## config.mk

```make
export PLATFORM = sky130hd
export DESIGN_NAME = fpx_status_unit
export DESIGN_NICKNAME = d
export VERILOG_FILES = /design/src/rtl/fpx_pkg.sv /design/src/rtl/fpx_ctrl_reg.sv /design/src/rtl/fpx_event_decode.sv /design/src/rtl/fpx_status_reg.sv /design/src/rtl/fpx_status_unit.sv
export SDC_FILE = /design/constraint.sdc
export NUM_CORES = 1
export LEC_CHECK = 0
export BUFFER_PORTS_ARGS = -buffer_cell sky130_fd_sc_hd__buf_4
export CORE_UTILIZATION = 41
export DETAILED_ROUTE_END_ITERATION = 8
export GPL_TIMING_DRIVEN = 0
export MAX_ROUTING_LAYER = met4
export PLACE_DENSITY_LB_ADDON = 0.12
export SYNTH_ARGS = -nofsm -noshare
export SYNTH_HDL_FRONTEND = slang
export SYNTH_SLANG_ARGS = --single-unit
```

## constraint.sdc

```tcl
create_clock -name clk -period 1.65 [get_ports clk]
set_clock_uncertainty 0.05 [all_clocks]
set_input_delay 0.33 -clock clk [delete_from_list [all_inputs] [get_ports clk]]
set_output_delay 0.33 -clock clk [all_outputs]
set_load 0.02 [all_outputs]
```

## src/rtl/fpx_pkg.sv

```systemverilog
package fpx_pkg;
  localparam int NUM_EXC = 6;
  localparam int EV_W    = NUM_EXC + 1;
  localparam int SW_W    = 16;
  localparam int TOP_W   = 3;

  // event vector / status flag positions
  localparam int EXC_INV  = 0;
  localparam int EXC_PREC = 5;
  localparam int EV_SF    = 6;

  // status word field positions
  localparam int SW_SF    = 6;
  localparam int SW_ES    = 7;
  localparam int SW_C0    = 8;
  localparam int SW_C1    = 9;
  localparam int SW_C2    = 10;
  localparam int SW_TOP_L = 11;
  localparam int SW_C3    = 14;
  localparam int SW_BUSY  = 15;

  localparam logic [SW_W-1:0] CW_WR_MASK  = 16'h1F3F;
  localparam logic [SW_W-1:0] CW_ONES     = 16'h0040;
  localparam logic [SW_W-1:0] CW_RST_VAL  = 16'h037F;
endpackage

```

## src/rtl/fpx_ctrl_reg.sv

```systemverilog
module fpx_ctrl_reg
  import fpx_pkg::*;
#(
  parameter logic [SW_W-1:0] RESET_VAL = CW_RST_VAL
) (
  input  logic            clk,
  input  logic            rst_n,
  input  logic            we,
  input  logic [SW_W-1:0] wdata,
  output logic [SW_W-1:0] cw_q
);
  logic [SW_W-1:0] cw_next;

  always_comb begin
    cw_next = cw_q;
    if (we) cw_next = (wdata & CW_WR_MASK) | CW_ONES;
  end

  always_ff @(posedge clk or negedge rst_n) begin
    if (!rst_n) cw_q <= RESET_VAL;
    else if (we) cw_q <= cw_next;
  end
endmodule

```

## src/rtl/fpx_event_decode.sv

```systemverilog
module fpx_event_decode
  import fpx_pkg::*;
(
  input  logic               ev_valid,
  input  logic [EV_W-1:0]    ev_vec,
  input  logic               ev_sf_dir,
  input  logic               ev_rnd_up,
  input  logic               int_err,
  input  logic [NUM_EXC-1:0] mask,
  output logic [NUM_EXC-1:0] set_flags,
  output logic               set_sf,
  output logic               c1_load,
  output logic               c1_val,
  output logic               unmasked
);
  logic [NUM_EXC-1:0] ev_flags;

  // stack fault folds into the invalid flag
  for (genvar i = 0; i < NUM_EXC; i++) begin : g_req
    if (i == EXC_INV) begin : g_inv
      assign ev_flags[i] = ev_valid & (ev_vec[i] | ev_vec[EV_SF]);
    end else begin : g_oth
      assign ev_flags[i] = ev_valid & ev_vec[i];
    end
    assign set_flags[i] = ev_flags[i] | int_err;
  end

  assign set_sf = ev_valid & ev_vec[EV_SF];

  always_comb begin
    c1_load = 1'b0;
    c1_val  = 1'b0;
    if (ev_valid && ev_vec[EV_SF]) begin
      c1_load = 1'b1;
      c1_val  = ev_sf_dir;
    end else if (ev_valid && ev_vec[EXC_PREC]) begin
      c1_load = 1'b1;
      c1_val  = ev_rnd_up;
    end
  end

  assign unmasked = int_err | (|(ev_flags & ~mask));
endmodule

```

## src/rtl/fpx_status_reg.sv

```systemverilog
module fpx_status_reg
  import fpx_pkg::*;
(
  input  logic               clk,
  input  logic               rst_n,
  input  logic               clr,
  input  logic [NUM_EXC-1:0] set_flags,
  input  logic               set_sf,
  input  logic               c1_load,
  input  logic               c1_val,
  input  logic               force_es,
  input  logic [NUM_EXC-1:0] mask,
  output logic [NUM_EXC-1:0] flags_q,
  output logic               sf_q,
  output logic               es_q,
  output logic               c1_q
);
  logic [NUM_EXC-1:0] flags_next;
  logic               sf_next;
  logic               es_next;
  logic               c1_next;

  for (genvar i = 0; i < NUM_EXC; i++) begin : g_flag
    assign flags_next[i] = (flags_q[i] & ~clr) | set_flags[i];
  end

  always_comb begin
    sf_next = (sf_q & ~clr) | set_sf;
    es_next = (es_q & ~clr) | force_es | (|(flags_next & ~mask));
    c1_next = c1_load ? c1_val : c1_q;
  end

  always_ff @(posedge clk or negedge rst_n) begin
    if (!rst_n) begin
      flags_q <= '0;
      sf_q    <= 1'b0;
      es_q    <= 1'b0;
      c1_q    <= 1'b0;
    end else begin
      flags_q <= flags_next;
      sf_q    <= sf_next;
      es_q    <= es_next;
      if (c1_load) c1_q <= c1_next;
    end
  end
endmodule

```

## src/rtl/fpx_status_unit.sv

```systemverilog
module fpx_status_unit
  import fpx_pkg::*;
#(
  parameter logic [SW_W-1:0] CW_RESET = CW_RST_VAL
) (
  input  logic             clk,
  input  logic             rst_n,
  input  logic             cw_we,
  input  logic [SW_W-1:0]  cw_wdata,
  input  logic             ev_valid,
  input  logic [EV_W-1:0]  ev_vec,
  input  logic             ev_sf_dir,
  input  logic             ev_rnd_up,
  input  logic             int_err,
  input  logic             flag_clr,
  input  logic [TOP_W-1:0] stack_top,
  output logic [SW_W-1:0]  status_word,
  output logic [SW_W-1:0]  ctrl_word,
  output logic             irq_pending,
  output logic             ev_unmasked
);
  logic [1:0]         rst_pipe;
  logic               rst_sync_n;
  logic [NUM_EXC-1:0] set_flags;
  logic               set_sf;
  logic               c1_load;
  logic               c1_val;
  logic [NUM_EXC-1:0] flags_q;
  logic               sf_q;
  logic               es_q;
  logic               c1_q;

  // asynchronous assert, synchronous release
  always_ff @(posedge clk or negedge rst_n) begin
    if (!rst_n) rst_pipe <= 2'b00;
    else        rst_pipe <= {rst_pipe[0], 1'b1};
  end
  assign rst_sync_n = rst_pipe[1];

  fpx_ctrl_reg #(.RESET_VAL(CW_RESET)) ctrl_i (
    .clk   (clk),
    .rst_n (rst_sync_n),
    .we    (cw_we),
    .wdata (cw_wdata),
    .cw_q  (ctrl_word)
  );

  fpx_event_decode dec_i (
    .ev_valid  (ev_valid),
    .ev_vec    (ev_vec),
    .ev_sf_dir (ev_sf_dir),
    .ev_rnd_up (ev_rnd_up),
    .int_err   (int_err),
    .mask      (ctrl_word[NUM_EXC-1:0]),
    .set_flags (set_flags),
    .set_sf    (set_sf),
    .c1_load   (c1_load),
    .c1_val    (c1_val),
    .unmasked  (ev_unmasked)
  );

  fpx_status_reg stat_i (
    .clk       (clk),
    .rst_n     (rst_sync_n),
    .clr       (flag_clr),
    .set_flags (set_flags),
    .set_sf    (set_sf),
    .c1_load   (c1_load),
    .c1_val    (c1_val),
    .force_es  (int_err),
    .mask      (ctrl_word[NUM_EXC-1:0]),
    .flags_q   (flags_q),
    .sf_q      (sf_q),
    .es_q      (es_q),
    .c1_q      (c1_q)
  );

  always_comb begin
    status_word                          = '0;
    status_word[NUM_EXC-1:0]             = flags_q;
    status_word[SW_SF]                   = sf_q;
    status_word[SW_ES]                   = es_q;
    status_word[SW_C1]                   = c1_q;
    status_word[SW_TOP_L+TOP_W-1:SW_TOP_L] = stack_top;
    status_word[SW_BUSY]                 = es_q;
  end

  assign irq_pending = es_q;
endmodule

```

* After elaboration in Yosys (flattened, before gate mapping) *
Cells that the tools add are included.

word-level totals
  ROM bits = 0
  memory bits (writable) = 0
  latch bits = 0
  word-level logic and storage cells = 50
  output and inout port bits = 34
  memories kept = 0
  register bits = 22
  input bits = 34

cells by class
  reduce and logical (&&, ||, !) cells = 4
  eq/ne operators = 0
  add/subtract/negate cells = 0
  multiply operators = 0
  $lt $le $gt $ge = 0
  bitwise logic cells = 36
  shifts and indexed selects = 0
  muxes and demuxes = 4
  divide/modulo/power cells = 0

operator list
  operator           number
  $or 1x1->1         17
  $and 1x1->1        15
  $and 6x6->6        2
  $reduce_or 6->1    2
  $not 6->6          1
  $mux 1             4
  $logic_and 1x1->1  2
  $not 1->1          1

* Depth between registers and ports, before layout *
  word-level depth = 7
  mapped depth = 5

* Cells and area by module *
From an unflattened synthesis, not the netlist that was laid out.

second synthesis, totals
  cells, all modules = 95
  area total of the unflattened synthesis = 1139.8 um2

by module, submodules not included
  module            sequential area each (um2)  area each (um2)  instances  cells each
  fpx_ctrl_reg      285.3                       503.0            1          30
  fpx_status_reg    225.2                       349.1            1          29
  fpx_event_decode  0.0                         155.1            1          22
  fpx_status_unit   50.0                        132.6            1          14

* Worst setup path before layout *
Ideal clock, no wire load.

  kind = reg2out
  start = register ctrl_i.cw_q[2]
  end = output ev_unmasked
  required time = 1270 ps
  setup slack = -53 ps
  data arrival time = 1323 ps
  cell stages (with the launch flop) = 5
  cell sequence = dfstp_2 > inv_1 > a222oi_1 > o211ai_1 > a21o_1

on the way
  cells in the longest elaborated chain, start to end = 4

RTL lines
  what                      RTL line                text
  start: declaration        fpx_ctrl_reg.sv:10      output logic [SW_W-1:0] cw_q
  start signal: assignment  fpx_ctrl_reg.sv:21      else if (we) cw_q <= cw_next;
  $not 6->6                 fpx_event_decode.sv:42  assign unmasked = int_err | (|(ev_flags & ~mask));
  $and 6x6->6               fpx_event_decode.sv:42
  $reduce_or 6->1           fpx_event_decode.sv:42
  $or 1x1->1                fpx_event_decode.sv:42
  end: declaration          fpx_status_unit.sv:20   output logic ev_unmasked

No other way between the ends.

* Worst setup path after layout *
Same ends and word-level chain as after synthesis.

==> key figures <==
Run status
  • Status: finished, violations left
  • Failing checks: setup timing

Route
  • Vias/cell: 4.81
  • DRT Wirelength: 2270 µm
  • Initial drt markers: 7
  • Vias: 880
  • Remaining DRCs: 0
  • WL per Instance: 12.4 µm
  • Router iterations before antenna repair: 4
  • Final ANT Viol Nets: 0

Setup path
  • R2r setup slk: 0.08 ns
  • Worst Path Arrival: 1.69 ns
  • Critical path launch point type: flop
  • Worst EP required: 1.27 ns
  • Worst reg2reg endpoint: stat_i.es_q
  • Critical Path Max Stage Delay: 0.58 ns
  • Critical Path Fanout Max: 3
  • Worst Setup End Kind: primary output
  • R2r worst-path depth: 3
  • R2r startpoint: stat_i.flags_q[3]
  • Critical-path top delay cell: dfstp_2
  • Crit Path Class: reg -> out
  • Critical Path, Cell by Cell: inv_2 -> a222oi_1 -> o211ai_1 -> a21o_1 -> buf_6

Timing
  • Fin crit share: 125%
  • Worst rel slew slack: 47.1%
  • Slew @ Worst Pin: 0.793 ns
  • Final max-slew violation count: 0
  • Final Hold Vio Count: 0
  • Setup TNS: -0.419 ns
  • RSZ-0062 raised after global routing: true
  • Endpoints failing setup: 1
  • Fmax achieved: 483 MHz
  • Tmin final: 2.07 ns
  • Post-route setup slack: -0.419 ns

Placement
  • Post-DP Area: 1470 µm²
  • Inst Count DP: 178
  • Port bufs: 48
  • Detailed placer's ending HPWL: 1800 µm
  • Routability cong.: 0.790

Floorplan
  • Row Count: 17
  • Die area: 2760 µm²
  • Core area: 2300 µm²
  • Initial core utilization: 45.5%
  • # IOs: 68
  • Die Ht: 52.5 µm
  • DIE WIDTH: 52.5 µm

Layout
  • Layout Cells excl Fill: 183
  • Fin area: 1530 µm²
  • NumNets Final: 190
  • Share of layout cells above drive strength 1: 58.7%
  • Layout fillers: 185
  • N_diodes: 0
  • Final core occ: 66.8%
  • Area delta synth->final: 46.7%

Pwr
  • PD cells: 896 nW/µm²
  • Internal cell power: 1.01 mW
  • Clk network pwr share: 29.9%
  • Reg power frac: 46.1%
  • Pleak: 0.753 nW
  • Proportion of power drawn by combinational gates: 23.9%
  • Maximum VDD drop: 0.000828 V
  • Switch Pwr: 0.365 mW
  • Switching Share: 26.5%

Run
  • Max-cap violation count: 0

CTS
  • CTS buffer count: 3
  • Worst-path clk slew: 0.11 ns
  • CTS Buffer Depth: 2
  • TritonCTS clock tree: yes
  • # H-tree levels: 1
  • Root buf cell: clkbuf_4
  • Clock sink count: 22
  • Post-CTS setup buffer count: 0
  • Clock Latency Late Sink: 0.31 ns

Yosys
  • Top_reg_cell synth: dfrtp_1
  • Syn avg cell area: 11.0 µm²
  • Commonest cells in the netlist: buf_4 (15), dfrtp_1 (14), nand2_1 (11), dfstp_2 (8), mux2_2 (7)
  • Register bit count reported by yosys: 22
  • Async set or reset register ratio after synthesis: 100%
  • Top cells by area, synth: dfrtp_1 (33%), dfstp_2 (20%), buf_4 (11%)
  • Post-synth EDFFs: 0
  • Post-Syn Area: 1050 µm²
  • Synth Warn #: 0
  • Share of the synthesized area in the top cell type: 33.5%
  • Register area share after synthesis: 53.6%
  • Post-Syn Instances: 95
  • Post-synthesis cell type count: 24
  • Most numerous cell in the Yosys netlist: buf_4
  • Post-synth top area cell: dfrtp_1

Global route
  • First-pass GRT wire length: 3480 µm
  • Largest net degree at the start of global routing: 21
  • Grt ovf: 0
  • Initial antenna violation count: 0
  • Vias in the first global route: 806
  • GRT Total Usage: 17.8%

Hold path
  • Hold WC Path Type: in -> reg
  • Hold Path Origin: cw_wdata[3]
  • WHS Endpoint: ctrl_i.cw_q[3]
  • Hold Path Stages: 3
-- sequential cells by signal, summed over array words and instances (netlist names) --
| name | cells |
|---|---|
| stat_i.sf_q | 1 |
| stat_i.es_q | 1 |
| rst_pipe | 2 |
| stat_i.c1_q | 1 |
| stat_i.flags_q | 6 |
| ctrl_i.cw_q | 11 |
-- worst max-delay path, delay by kind of cell, from the launching register on --
| family | cells | cell delay [ns] |
|---|---|---|
| buffers and inverters | 2 | 0.17 |
| AO/OA/AOI/OAI | 3 | 0.65 |
| flip-flops | 1 | 0.58 |
-- routing by layer --
metal / wire, µm / GRT usage [%] / up-vias
li1: - / - / 422
met1: 874 / 19.7 / 418
met2: 1220 / 32.3 / 40
met3: 172 / 4.06 / 0
met4: 0 / 3.95 / 0
met5: 0 / - / -
-- cell type report --
cell class                 count  area [µm²]  area share (%)
timing repair buffer          49         374            24.4
sequential                    22         561            36.5
clock buffer                   3        22.5            1.47
multi-input combinational     56         358            23.3
tap                           28        35.0            2.28
inverter                       5        18.8            1.22
buffer                        19         135            8.81
clock inverter                 1        30.0            1.96
-- kinds of logic after synthesis --
logic type / synth area share (%)
AOI/OAI and AO/OA: 16.0
buffers and inverters: 14.7
other: 0.718
muxes: 7.54
and+or+nand+nor: 7.42
DFF: 53.6
-- how the worst max path moves through the flow --
stage / startpoint / to / slack [ns]
final: ctrl_i.cw_q[2] / ev_unmasked / -0.42
after global routing: ctrl_i.cw_q[2] / ev_unmasked / -0.53
after CTS: ctrl_i.cw_q[2] / ev_unmasked / -0.46
after detailed placement: ctrl_i.cw_q[2] / ev_unmasked / -0.12
after global placement: ctrl_i.cw_q[2] / ev_unmasked / -0.11
after floorplan: ctrl_i.cw_q[2] / ev_unmasked / 0.006
-- repair_timing --
| action | CTS | global route |
|---|---|---|
| resized for setup | 1 | 0 |
| endpoints found under the setup margin | 1 | 1 |
| endpoints found under the hold margin | 2 | 0 |
| hold buffers | 1 | 0 |
-- power groups by stage --
stage	registers [mW]	logic (mW)	clock network, mW
floorplan	0.684	0.145	0
global placement	0.642	0.321	0
detailed placement	0.644	0.327	0
CTS	0.636	0.331	0.424
global route	0.643	0.354	0.444
finish	0.634	0.329	0.411
-- cell usage in the layout, fill, tap and decap left out, drive strengths merged, types with 5 or more instances in the layout --
master  instances
inv             5
a21oi           6
clkbuf          6
nand2          11
dfstp           8
dfrtp          14
buf            64
o21ai           6
conb            9
mux2            7
-- stage by stage --
stage / hold WS, ns / worst slack (ns) / power, mW
after floorplan: -0.0156 / 0.00578 / 0.828
after global placement: 0.0624 / -0.105 / 0.963
after detailed placement: 0.0653 / -0.116 / 0.972
after CTS: 0.174 / -0.456 / 1.39
after global routing: 0.174 / -0.528 / 1.44
final: 0.186 / -0.419 / 1.37
(Power assumes the default switching activity.)
